### src/rtl/mdio_pkg.sv
package mdio_pkg;

  localparam int SEL_W    = 3;
  localparam int MAX_HALF = 14;
  localparam int HALF_W   = $clog2(MAX_HALF + 1);

  // Full MDC period in system clocks for a given select code.
  function automatic int unsigned mdc_ratio(input logic [SEL_W-1:0] sel);
    case (sel)
      3'd0:    mdc_ratio = 4;
      3'd1:    mdc_ratio = 6;
      3'd2:    mdc_ratio = 8;
      3'd3:    mdc_ratio = 10;
      3'd4:    mdc_ratio = 14;
      3'd5:    mdc_ratio = 20;
      default: mdc_ratio = 28;
    endcase
  endfunction

endpackage

### src/rtl/mdio_clkgen.sv
module mdio_clkgen
  import mdio_pkg::*;
(
  input  logic             clk,
  input  logic             rst,
  input  logic             en,
  input  logic [SEL_W-1:0] sel,
  output logic             mdc,
  output logic             rise_tick,
  output logic             fall_tick
);

  logic [HALF_W-1:0] cnt;
  logic [HALF_W-1:0] half;
  logic              wrap;

  assign half      = HALF_W'(mdc_ratio(sel) / 2);
  assign wrap      = en && (cnt == half - HALF_W'(1));
  assign rise_tick = wrap && !mdc;
  assign fall_tick = wrap && mdc;

  always_ff @(posedge clk) begin
    if (rst || !en) begin
      cnt <= '0;
      mdc <= 1'b0;
    end else if (wrap) begin
      cnt <= '0;
      mdc <= ~mdc;
    end else begin
      cnt <= cnt + HALF_W'(1);
    end
  end


  mdc_low_idle_chk: assert property (@(posedge clk) disable iff (rst)
    !en |=> !mdc);


  half_cnt_range_chk: assert property (@(posedge clk) disable iff (rst)
    en |-> (cnt < half));

endmodule

### src/rtl/mdio_frame.sv
module mdio_frame #(
  parameter int PHY_AW  = 5,
  parameter int REG_AW  = 5,
  parameter int DATA_W  = 16,
  parameter int PRE_LEN = 32
) (
  input  logic              clk,
  input  logic              rst,
  input  logic              start_wr,
  input  logic              start_rd,
  input  logic [PHY_AW-1:0] phy_addr,
  input  logic [REG_AW-1:0] reg_addr,
  input  logic [DATA_W-1:0] wdata,
  input  logic              mdio_i,
  input  logic              mdc,
  input  logic              rise_tick,
  input  logic              fall_tick,
  output logic              busy,
  output logic              mdio_o,
  output logic              mdio_oe,
  output logic [DATA_W-1:0] rdata
);

  localparam int FRAME_LEN = PRE_LEN + 4 + PHY_AW + REG_AW + 2 + DATA_W;
  localparam int IDX_W     = $clog2(FRAME_LEN);
  localparam int TA_POS    = PRE_LEN + 4 + PHY_AW + REG_AW;
  localparam int DATA_POS  = TA_POS + 2;

  localparam logic [IDX_W-1:0] LAST_IDX = IDX_W'(FRAME_LEN - 1);
  localparam logic [IDX_W-1:0] TA_IDX   = IDX_W'(TA_POS);
  localparam logic [IDX_W-1:0] DATA_IDX = IDX_W'(DATA_POS);

  logic [FRAME_LEN-1:0] shreg;
  logic [FRAME_LEN-1:0] frame_init;
  logic [IDX_W-1:0]     bit_idx;
  logic [IDX_W-1:0]     next_idx;
  logic [DATA_W-1:0]    rd_sh;
  logic                 is_rd;

  assign next_idx = bit_idx + IDX_W'(1);

  always_comb begin
    if (start_wr)
      frame_init = {{PRE_LEN{1'b1}}, 2'b01, 2'b01, phy_addr, reg_addr, 2'b10, wdata};
    else
      frame_init = {{PRE_LEN{1'b1}}, 2'b01, 2'b10, phy_addr, reg_addr, 2'b00, {DATA_W{1'b0}}};
  end

  always_ff @(posedge clk) begin
    if (rst) begin
      busy    <= 1'b0;
      mdio_o  <= 1'b0;
      mdio_oe <= 1'b0;
      is_rd   <= 1'b0;
      bit_idx <= '0;
      shreg   <= '0;
      rd_sh   <= '0;
      rdata   <= '0;
    end else if (!busy) begin
      if (start_wr || start_rd) begin
        busy    <= 1'b1;
        is_rd   <= !start_wr;
        bit_idx <= '0;
        shreg   <= frame_init;
        mdio_o  <= frame_init[FRAME_LEN-1];
        mdio_oe <= 1'b1;
      end
    end else begin
      if (rise_tick && is_rd && (bit_idx >= DATA_IDX))
        rd_sh <= {rd_sh[DATA_W-2:0], mdio_i};
      if (fall_tick) begin
        if (bit_idx == LAST_IDX) begin
          busy    <= 1'b0;
          mdio_oe <= 1'b0;
          mdio_o  <= 1'b0;
          if (is_rd)
            rdata <= rd_sh;
        end else begin
          bit_idx <= next_idx;
          shreg   <= shreg << 1;
          mdio_o  <= shreg[FRAME_LEN-2];
          mdio_oe <= !(is_rd && (next_idx >= TA_IDX));
        end
      end
    end
  end


  idle_release_chk: assert property (@(posedge clk) disable iff (rst)
    !busy |-> !mdio_oe);


  read_turnaround_chk: assert property (@(posedge clk) disable iff (rst)
    (busy && is_rd && (bit_idx >= TA_IDX)) |-> !mdio_oe);


  mdio_stable_high_chk: assert property (@(posedge clk) disable iff (rst)
    (mdc && $past(mdc)) |-> $stable(mdio_o));

endmodule

### src/rtl/mdio_master.sv
module mdio_master
  import mdio_pkg::*;
#(
  parameter int PHY_AW  = 5,
  parameter int REG_AW  = 5,
  parameter int DATA_W  = 16,
  parameter int PRE_LEN = 32
) (
  input  logic                     clk,
  input  logic                     rst,
  input  logic                     mgmt_rst,
  input  logic [SEL_W-1:0]         div_sel,
  input  logic [PHY_AW+REG_AW-1:0] phy_reg_addr,
  input  logic                     wr_strobe,
  input  logic [DATA_W-1:0]        wr_data,
  input  logic                     read_cmd,
  output logic                     busy,
  output logic [DATA_W-1:0]        rd_data,
  output logic                     mdc,
  output logic                     mdio_o,
  output logic                     mdio_oe,
  input  logic                     mdio_i
);

  logic             core_rst;
  logic             rd_q;
  logic             start_wr;
  logic             start_rd;
  logic [SEL_W-1:0] sel_q;
  logic             rise_tick;
  logic             fall_tick;

  assign core_rst = rst || mgmt_rst;
  assign start_wr = wr_strobe && !busy;
  assign start_rd = read_cmd && !rd_q && !busy;

  always_ff @(posedge clk) begin
    if (core_rst) begin
      rd_q  <= 1'b0;
      sel_q <= '0;
    end else begin
      rd_q <= read_cmd;
      if (start_wr || start_rd)
        sel_q <= div_sel;
    end
  end

  mdio_clkgen u_clkgen (
    .clk       (clk),
    .rst       (core_rst),
    .en        (busy),
    .sel       (sel_q),
    .mdc       (mdc),
    .rise_tick (rise_tick),
    .fall_tick (fall_tick)
  );

  mdio_frame #(
    .PHY_AW  (PHY_AW),
    .REG_AW  (REG_AW),
    .DATA_W  (DATA_W),
    .PRE_LEN (PRE_LEN)
  ) u_frame (
    .clk       (clk),
    .rst       (core_rst),
    .start_wr  (start_wr),
    .start_rd  (start_rd),
    .phy_addr  (phy_reg_addr[REG_AW +: PHY_AW]),
    .reg_addr  (phy_reg_addr[REG_AW-1:0]),
    .wdata     (wr_data),
    .mdio_i    (mdio_i),
    .mdc       (mdc),
    .rise_tick (rise_tick),
    .fall_tick (fall_tick),
    .busy      (busy),
    .mdio_o    (mdio_o),
    .mdio_oe   (mdio_oe),
    .rdata     (rd_data)
  );


  mgmt_rst_hold_chk: assert property (@(posedge clk) disable iff (rst)
    mgmt_rst |=> (!busy && !mdc && !mdio_oe));

endmodule

### config.mk
export PLATFORM = sky130hd
export DESIGN_NAME = mdio_master
export DESIGN_NICKNAME = d
export VERILOG_FILES = /design/src/rtl/mdio_pkg.sv /design/src/rtl/mdio_clkgen.sv /design/src/rtl/mdio_frame.sv /design/src/rtl/mdio_master.sv
export SDC_FILE = /design/constraint.sdc
export NUM_CORES = 1
export LEC_CHECK = 0
export ABC_AREA = 0
export CORE_MARGIN = 2
export CORE_UTILIZATION = 50
export CTS_CLUSTER_DIAMETER = 30
export DETAILED_ROUTE_END_ITERATION = 6
export DONT_BUFFER_PORTS = 1
export PLACE_DENSITY = 0.64
export SLEW_MARGIN = 20
export SYNTH_ARGS = -nofsm -noshare
export SYNTH_HDL_FRONTEND = slang
export SYNTH_SLANG_ARGS = --single-unit
### constraint.sdc
create_clock -name clk -period 3.5 [get_ports clk]
set_input_delay 0.35 -clock clk [delete_from_list [all_inputs] [get_ports clk]]
set_output_delay 0.35 -clock clk [all_outputs]
set_load 0.02 [all_outputs]
==> results.cfg, run 1 <==
[pwr]
clkPwrFrac_pct = 53.8
power_density_mw_per_mm2 = 607
p_total_uw = 3380
leakagePower_uw = 0.00195
p_sw_uw = 772
sw_frac_of_total_pct = 22.9
ir_drop_uv = 352
seqPwrFrac_pct = 40.6
power.internal_uw = 2600
pwr-share-comb_pct = 5.6

[clock_tree]
path_clk_slew_ps = 60
clk_latency_ps = 520
cts-root-buf = clkbuf_8
cts_buffer_depth = 2
clkSinkCount = 114
cts_tree = yes
cts-buffers-inserted = 17
htreeDepth = 4

[global_route]
grt_max_degree = 63
first_global_vias = 3499
grt_pass1_wl_um = 16700
antenna_found_initial = 0
track_usage_pct = 20.4
gr-total-overflow = 0

[routing]
drc = 0
vias = 3563
drt_iter0_markers = 215
drt.antenna.violating_nets = 0
routed_wl_um = 9870
firstDrtPassIters = 4
viasPerCell = 5.79
detail_route.wl_per_cell_um = 16.1

[hold_path]
worstHoldPathType = in2reg

[final_layout]
drive_gt1_share_pct = 15.4
regArea_mm2 = 0.00228
final_net_count = 511
syn2layout_area_growth_pct = 16.1
multi_input_area_mm2 = 0.00230
final_cell_mix = 113 x dfxtp_1, 84 x nand2_1, 63 x mux2i_1, 23 x a211oi_1, 20 x o221a_2
final_common_cell = dfxtp_1
n_antenna_cell = 0
fill_cells = 776

[yosys]
synthCells = 477
syn_nets = 515
ys_ff_latch = 114
synth_cell_types = 49
async_reset_ff_share_pct = 0
synth-edff-count = 0
ys_warn_count = 0
synth_ff_type = dfxtp_1
ys_seq_area_share_pct = 47.6
synth.avg_cell_area_um2 = 10.0
syn_area_mm2 = 0.00479

[worst_setup_path]
crit_path_start_kind = register
cp_max_fo = 13
endpoint_kind = register
critPathRequiredTime_ps = 3940
slowest_stage = and4_1
cpPeakStageDelay_ps = 810
path_cells = o21ai_0 > or3_4 > a31oi_1 > and4_1 > mux2i_1
crit_type = reg2reg
crit_arrival_ps = 3110

[timing]
hold_viol_final = 0
tightestPinTransition_ps = 888
finalSetupViolCount = 0
clock_skew_ps = 12.1
fin_ws_ps = 830
min_period_ps = 2670
drv_slew = 0
tns_ps = 0
period_share_pct = 76.3
rsz0062_at_grt = false
relSlewSlack_pct = 40.8
fmax_mhz = 375

[placed_design]
numPortBuffers = 0
dp_hpwl_um = 6010
gp_congestion = 0.828
post-place-ws_ps = 833

[floorplan]
dieWidth_um = 102
io_pins = 55
num_rows = 35
die_y_um = 102
core-area_mm2 = 0.00928
start_util_pct = 51.6
design.die.area_mm2 = 0.0104

[flow_run]
maxCapViolCount = 0

[status]
status = complete, no violations
==> worst max-delay path: cells and delay by family, from the launching register on <==
family / cells / cell delay, ps
AND/OR/NAND/NOR: 2 / 1180
AO/OA/AOI/OAI: 2 / 670
flip-flops: 1 / 480
multiplexers: 1 / 260
==> cell usage after synthesis, types with 2 or more instances <==
library cell	instances	area, µm²
nand4_1	4	25.0
a22o_1	15	131
o221a_2	20	225
nand3_1	12	60.1
inv_1	8	30.0
or4_1	2	15.0
nand4b_1	2	17.5
dfxtp_1	114	2280
a211oi_1	23	173
nor3_1	3	15.0
buf_2	10	50.1
nand2_1	84	315
o21ai_0	8	40.0
nor2_1	9	33.8
a21oi_1	10	50.1
xnor2_1	3	26.3
or2_2	2	12.5
or3b_1	2	17.5
ha_1	3	37.5
o221a_1	12	135
buf_1	2	7.51
or3_1	3	18.8
clkbuf_1	24	90.1
and2_1	3	18.8
a31oi_1	6	37.5
o211ai_1	5	37.5
mux2i_1	63	631
nor2b_1	2	12.5
buf_6	3	33.8
==> worst paths after layout <==
path | cells after the start | start | to | slack (ps)
worst max register to register | 5 | sel_q[1] | u_frame.rdata[5] | 830
worst min-delay path | 2 | rst | u_frame.mdio_o | 70
worst min register to register | 2 | u_frame.shreg[8] | u_frame.shreg[8] | 460
worst max-delay path | 5 | sel_q[1] | u_frame.rdata[5] | 830
==> per-layer routing <==
| metal | track usage (%) | share of wire [%] | up-vias | wire length, µm |
|---|---|---|---|---|
| met1 | 26.3 | 47 | 1729 | 4640 |
| met3 | 7.18 | 4.6 | 19 | 457 |
| met2 | 31.7 | 46 | 61 | 4570 |
| li1 | - | - | 1754 | - |
| met5 | 0 | 0 | - | 0 |
| met4 | 7.69 | 2.1 | 0 | 208 |
==> state kept, by name, summed over array words and instances (netlist names) <==
signal / count
u_frame.shreg: 63
u_frame.rd_sh: 16
u_frame.rdata: 16
u_frame.bit_idx: 6
u_clkgen.cnt: 4
sel_q: 3
rd_q: 1
u_clkgen.mdc: 1
u_frame.busy: 1
u_frame.is_rd: 1
u_frame.mdio_o: 1
u_frame.mdio_oe: 1
==> kinds of logic after synthesis <==
group,after synthesis,share of synthesized area [%]
buffers and inverters,48,4.57
multiplexers,63,13.2
adder cells (fa/ha/maj),3,0.784
flip-flops,114,47.6
AND/OR/NAND/NOR,137,13.7
XOR/XNOR,5,1.07
AO/OA/AOI/OAI,107,19.0
==> final cells by class <==
cell class / instances / share of cell area (%)
multi-input combinational: 315 / 41.4
clock buffer: 18 / 7.69
sequential: 114 / 41.1
inverter: 8 / 0.540
timing repair buffer: 17 / 2.79
tap: 129 / 2.90
clock inverter: 14 / 3.64
==> power by group through the flow <==
stage               combinational, µW  sequential [µW]  clock (µW)
floorplan                         154             1390           0
global placement                  182             1400           0
detailed placement                184             1400           0
CTS                               191             1370        1850
global route                      210             1380        1920
finish                            190             1370        1820
==> timing repair <==
| action | in CTS | in global routing |
|---|---|---|
| setup buffers | 0 | 0 |
| resized for setup | 0 | 0 |
| hold buffers | 6 | 0 |
| endpoints found under the hold margin | 6 | 0 |
==> through the flow <==
stage	util [%]	instance area (µm²)	hold slack (ps)	instances
detailed placement	52.5	4870	452	577
global placement	52.5	4870	444	577
CTS	59.9	5560	55.1	615
global route	59.9	5560	68.2	615
finish	59.9	5560	68.0	615
floorplan	-	4790	433	477
Power figures use the tool's default switching activity.
==> run 2: changes to the inputs <==
==> constraint.sdc (replaced) <==
create_clock -name clk -period 2.7 [get_ports clk]
set_input_delay 0.27 -clock clk [delete_from_list [all_inputs] [get_ports clk]]
set_output_delay 0.27 -clock clk [all_outputs]
set_load 0.02 [all_outputs]
==> run 2 against run 1 <==
Global-route usage up 0.33 points. Die area unchanged. Clock skew down 2.7 ps.
==> results.cfg, run 2 (synthesized netlist as in run 1, its figures left out) <==
[hold_path]
hp-start = phy_reg_addr[7]
worstHoldPathType = in2reg
hold_depth = 2
whs_endpoint = u_frame.shreg[25]

[final_layout]
regMostFlops = u_frame.shreg
drive_gt1_share_pct = 15.9
top_regs = u_frame.shreg (63), u_frame.rd_sh (16), u_frame.rdata (16)
largest_register_ffs = 63
multi_input_area_mm2 = 0.00230
final_area_mm2 = 0.00563
final_net_count = 521
finish.utilization_pct = 60.7
regArea_mm2 = 0.00228
final_cell_mix = 113 x dfxtp_1, 84 x nand2_1, 63 x mux2i_1, 23 x a211oi_1, 20 x o221a_2
syn2layout_area_growth_pct = 17.6
layout.cells.non_filler = 625
fill_cells = 820
n_antenna_cell = 0
final_common_cell = dfxtp_1

[global_route]
track_usage_pct = 20.7
grt_pass1_wl_um = 17000
antenna_found_initial = 0
first_global_vias = 3579
grt_max_degree = 65
gr-total-overflow = 0

[placed_design]
numPortBuffers = 0
gp_congestion = 0.864
place_area_mm2 = 0.00490
dp_hpwl_um = 6000
dpl.cell_count = 581

[clock_tree]
cts_tree = yes
htreeDepth = 4
cts-root-buf = clkbuf_8
cts_buffer_depth = 2
cts-buffers-inserted = 17
clk_latency_ps = 510
clkSinkCount = 114
path_clk_slew_ps = 60

[timing]
fmax_mhz = 440
tightestPinTransition_ps = 801
drv_slew = 0
min_period_ps = 2270
clock_skew_ps = 9.39
relSlewSlack_pct = 46.2
tns_ps = 0
finalSetupViolCount = 0
hold_viol_final = 0
rsz0062_at_grt = false
period_share_pct = 84.2

[routing]
drc = 0
routed_wl_um = 9840
viasPerCell = 5.76
drt_iter0_markers = 181
detail_route.wl_per_cell_um = 15.7
firstDrtPassIters = 6
drt.antenna.violating_nets = 0
vias = 3602

[worst_setup_path]
critPathRequiredTime_ps = 3100
ff2ff_setup_slack_ps = 430
cp_max_fo = 45
rr_worst_depth = 7
crit_path_start = sel_q[1]
crit_path_start_kind = register
crit_type = reg2reg
crit_arrival_ps = 2680
reg2reg_to = u_frame.shreg[47]
reg2reg_from = sel_q[1]
endpoint_kind = register

[pwr]
leakagePower_uw = 0.00200
power_density_mw_per_mm2 = 766
ir_drop_uv = 657
p_total_uw = 4320

[floorplan]
design.die.area_mm2 = 0.0104
die_y_um = 102
core-area_mm2 = 0.00928
num_rows = 35
io_pins = 55
dieWidth_um = 102
start_util_pct = 51.6

[flow_run]
maxCapViolCount = 0

[status]
status = complete, no violations
run 2: cell types whose count changed in the layout (fill, tap and decap cells not counted), sizes merged:
cell	before	now
dlygate4sd3	6	12
buf	11	15
clkinvlp	4	1
inv	11	14
clkinv	3	5
bufinv	4	3
clkbuf	18	17
run 2: metal layers:
layer | part of all wire, % | vias to the layer above | track usage [%] | routed length, µm
met4 | 1.9 | 0 | 8.41 | 188
met1 | 47 | 1750 | 26.0 | 4580
li1 | - | 1780 | - | -
met3 | 4.3 | 17 | 6.70 | 428
met5 | 0 | - | 0 | 0
met2 | 47 | 55 | 33.2 | 4650
run 2: critical path: stages (launching register included):
cell and delay, ps:
dfxtp_1 470, xor2_1 200, nor4b_1 90, nor3_1 560, buf_4 280, o21ai_4 70
buf_12 220, o221a_2 260
run 2: how the worst max path moves through the flow:
stage	cells after the start	slack [ps]	to
floorplan	7	590	u_frame.rd_sh[10]
global placement	6	490	u_frame.rdata[9]
detailed placement	7	440	u_frame.shreg[37]
CTS	7	430	u_frame.shreg[53]
global route	6	220	u_frame.rdata[5]
finish	7	430	u_frame.shreg[47]
run 2: per-stage QoR:
stage	worst slack [ps]	hold WS (ps)
after floorplan	594	392
after global placement	490	392
after detailed placement	440	405
after CTS	426	1.93
after global routing	221	22.6
final	427	22.6
run 2: timing repair:
| item | in CTS | in global routing |
|---|---|---|
| hold buffers | 12 | 0 |
| setup buffers | 0 | 0 |
| resized for setup | 0 | 0 |
| hold endpoints to repair | 12 | 0 |
run 2: cell type report:
cell class | instances | share of cell area, %
clock inverters | 15 | 3.49
repair buffers | 27 | 4.35
clock buffers | 17 | 7.35
well taps | 129 | 2.87
multi-input cells | 315 | 40.9
inverters | 8 | 0.533
flip-flops and latches | 114 | 40.5
run 2: report_power, final:
part / internal [µW] / leakage [µW] / switching [µW]
logic: 114 / 0.000770 / 147
clock network: 1430 / 0.000296 / 851
registers: 1740 / 0.000929 / 36.2
total: 3280 / 0.00200 / 1030
==> run 3: changes to the inputs <==
--- a/config.mk
+++ b/config.mk
@@ -5,7 +5,7 @@
 export SDC_FILE = /design/constraint.sdc
 export NUM_CORES = 1
 export LEC_CHECK = 0
-export ABC_AREA = 0
+export ABC_AREA = 1
 export CORE_MARGIN = 2
 export CORE_UTILIZATION = 50
 export CTS_CLUSTER_DIAMETER = 30
==> constraint.sdc (replaced) <==
create_clock -name clk -period 2.2 [get_ports clk]
set_input_delay 0.22 -clock clk [delete_from_list [all_inputs] [get_ports clk]]
set_output_delay 0.22 -clock clk [all_outputs]
set_load 0.02 [all_outputs]
==> run 3 against run 2 <==
Fmax up 16%. Final area increased by 11%. Synthesized area is 14% higher. Global-route usage down 1.3 points. Sequential share of layout area shrank 4.0 points. Sequential power increased by 25%. Synthesized cell count is 63% higher. Clock power up 12%. Die area is 13% higher. Clock-buffer cell count increased by 7. Clock skew fell by 1.7 ps. Critical endpoint is now u_frame.shreg[59]. Total power rose by 24%.
==> results.cfg, run 3 <==
[yosys]
synth_commonest_cells = 164 x nor2_1, 157 x nand2_1, 114 x dfxtp_1, 64 x inv_1, 59 x a21oi_1
synthCells = 776
yosysTopAreaCell = dfxtp_1
synth_cell_types = 35
ys_top_cells_by_area = dfxtp_1 42%, nor2_1 11%, nand2_1 11%
syn_nets = 814
async_reset_ff_share_pct = 0
ys_warn_count = 0
synth_top_area_share_pct = 41.9
ys_ff_latch = 114
ys_seq_area_share_pct = 41.9
synth-edff-count = 0
synth_ff_type = dfxtp_1
syn_area_mm2 = 0.00545
yosysMostFrequentCell = nor2_1
synth.avg_cell_area_um2 = 7.02

[routing]
viasPerCell = 5.05
vias = 4655
detail_route.wl_per_cell_um = 11.6
routed_wl_um = 10700
drc = 0
drt.antenna.violating_nets = 0
drt_iter0_markers = 279
firstDrtPassIters = 5

[hold_path]
worstHoldPathType = in2reg

[pwr]
leakagePower_uw = 0.00281
sw_frac_of_total_pct = 23.9
seqPwrFrac_pct = 41.5
ir_drop_uv = 644
power_density_mw_per_mm2 = 855
clkPwrFrac_pct = 47.9
p_sw_uw = 1280
pwr-share-comb_pct = 10.6
power.internal_uw = 4060

[timing]
hold_viol_final = 0
finalSetupViolCount = 0
drv_slew = 0
rsz0062_at_grt = false
tightestPinTransition_ps = 642
fmax_mhz = 512
fin_ws_ps = 247
relSlewSlack_pct = 57.2
clock_skew_ps = 7.69
tns_ps = 0
min_period_ps = 1950
period_share_pct = 88.8

[global_route]
gr-total-overflow = 0
grt_max_degree = 91
grt_pass1_wl_um = 18300
antenna_found_initial = 0
track_usage_pct = 19.4
first_global_vias = 4158

[worst_setup_path]
crit_arrival_ps = 2360
critPathRequiredTime_ps = 2610
cp_max_fo = 41
path_cells = inv_1 > nand2_1 > nand3_2 > nand2_1 > nand2_1 > nand2_1 > nand4_2 > nand2_4 > buf_12 > nand3_1 > nand2_1 > nor2_1
reg2reg_to = u_frame.shreg[59]
reg2reg_from = sel_q[1]
crit_cells = 12
cpPeakStageDelay_ps = 410
ff2ff_setup_slack_ps = 250
crit_path_start = sel_q[1]
rr_worst_depth = 12
cp-endpoint = u_frame.shreg[59]
worst-path-buf-inv = 2
crit_family = simple AND/OR/NAND/NOR gates
crit_path_start_kind = register
crit_top_cell = nand2_1
crit_type = reg2reg
endpoint_kind = register
slowest_stage = dfxtp_1

[floorplan]
num_rows = 38
core-area_mm2 = 0.0107
start_util_pct = 50.7
io_pins = 55
design.die.area_mm2 = 0.0117
die_y_um = 108
dieWidth_um = 108

[final_layout]
syn2layout_area_growth_pct = 14.5
drive_gt1_share_pct = 9.22
final_net_count = 808
finish.utilization_pct = 58.0
final_common_cell = nor2_1
final_cell_mix = 163 x nor2_1, 157 x nand2_1, 114 x dfxtp_1, 64 x inv_1, 59 x a21oi_1
largest_register_ffs = 63
n_antenna_cell = 0
regMostFlops = u_frame.shreg
top_regs = u_frame.shreg (63), u_frame.rd_sh (16), u_frame.rdata (16)

[placed_design]
numPortBuffers = 0
post-place-ws_ps = 243
dp_hpwl_um = 6530
gp_congestion = 0.764

[flow_run]
maxCapViolCount = 0

[clock_tree]
cts_tree = yes
cts-root-buf = clkbuf_8
clkSinkCount = 114
cts_buffer_depth = 2
htreeDepth = 4
clk_latency_ps = 520
cts-buffers-inserted = 17
path_clk_slew_ps = 50

[status]
status = complete, no violations
[run 3: per-stage QoR]
step / hold WS (ps) / power [µW] / instance area (µm²) / cells
floorplan: 332 / 2720 / 5450 / 776
global placement: 340 / 2780 / 5520 / 875
detailed placement: 340 / 2800 / 5520 / 875
CTS: 7.04 / 5390 / 6230 / 921
global route: 24.6 / 5580 / 6240 / 921
finish: 27.0 / 5340 / 6240 / 921
[run 3: tightest hold or removal path, cell delays in order]
cell,delay [ps]
a22o_1,90
nand3b_1,90
nand2_1,40
nor2_1,70
[run 3: logic make-up after synthesis]
family	count (synthesis)	share of synthesized area [%]
AO/OA/AOI/OAI	131	15.3
XOR/XNOR	5	0.804
adder cells (fa/ha/maj)	3	0.689
buffers and inverters	120	10.0
flip-flops	114	41.9
AND/OR/NAND/NOR	403	31.3
[run 3: layer usage]
metal / share of wire, % / wire length (µm) / vias up / track usage [%]
li1: - / - / 2452 / -
met1: 46 / 4950 / 2103 / 22.7
met2: 48 / 5110 / 86 / 33.4
met3: 4.4 / 470 / 14 / 5.42
met4: 1.2 / 131 / 0 / 8.24
met5: 0 / 0 / - / 0
[run 3: cell type report]
| class | count | area (µm²) |
|---|---|---|
| Tap cell | 140 | 175 |
| Timing Repair Buffer | 28 | 338 |
| Multi-Input combinational cell | 542 | 2640 |
| Inverter | 67 | 251 |
| Clock buffer | 24 | 470 |
| Sequential cell | 114 | 2280 |
| Clock inverter | 6 | 80.1 |
| Fill cell | 998 | 4510 |
[run 3: repair_timing]
item                       CTS  global route
hold endpoints to repair    17             0
gates resized for setup      0             1
setup buffers                0             0
hold buffers                16             0
setup endpoints to repair    0             1
[run 3: power by group through the flow]
stage / sequential (µW) / clock, µW / combinational [µW]
global route: 2220 / 2720 / 647
CTS: 2210 / 2610 / 568
finish: 2210 / 2550 / 567
detailed placement: 2260 / 0 / 544
global placement: 2250 / 0 / 529
floorplan: 2240 / 0 / 476
[run 3: worst min-delay path by stage]
stage | from | endpoint | depth (start not counted)
6_report | wr_data[5] | u_frame.shreg[5] | 4
5_1_grt | wr_data[9] | u_frame.shreg[9] | 4
4_1_cts | wr_data[5] | u_frame.shreg[5] | 4
3_5_place_dp | read_cmd | rd_q | 2
3_3_place_gp | read_cmd | rd_q | 2
2_1_floorplan | read_cmd | rd_q | 2
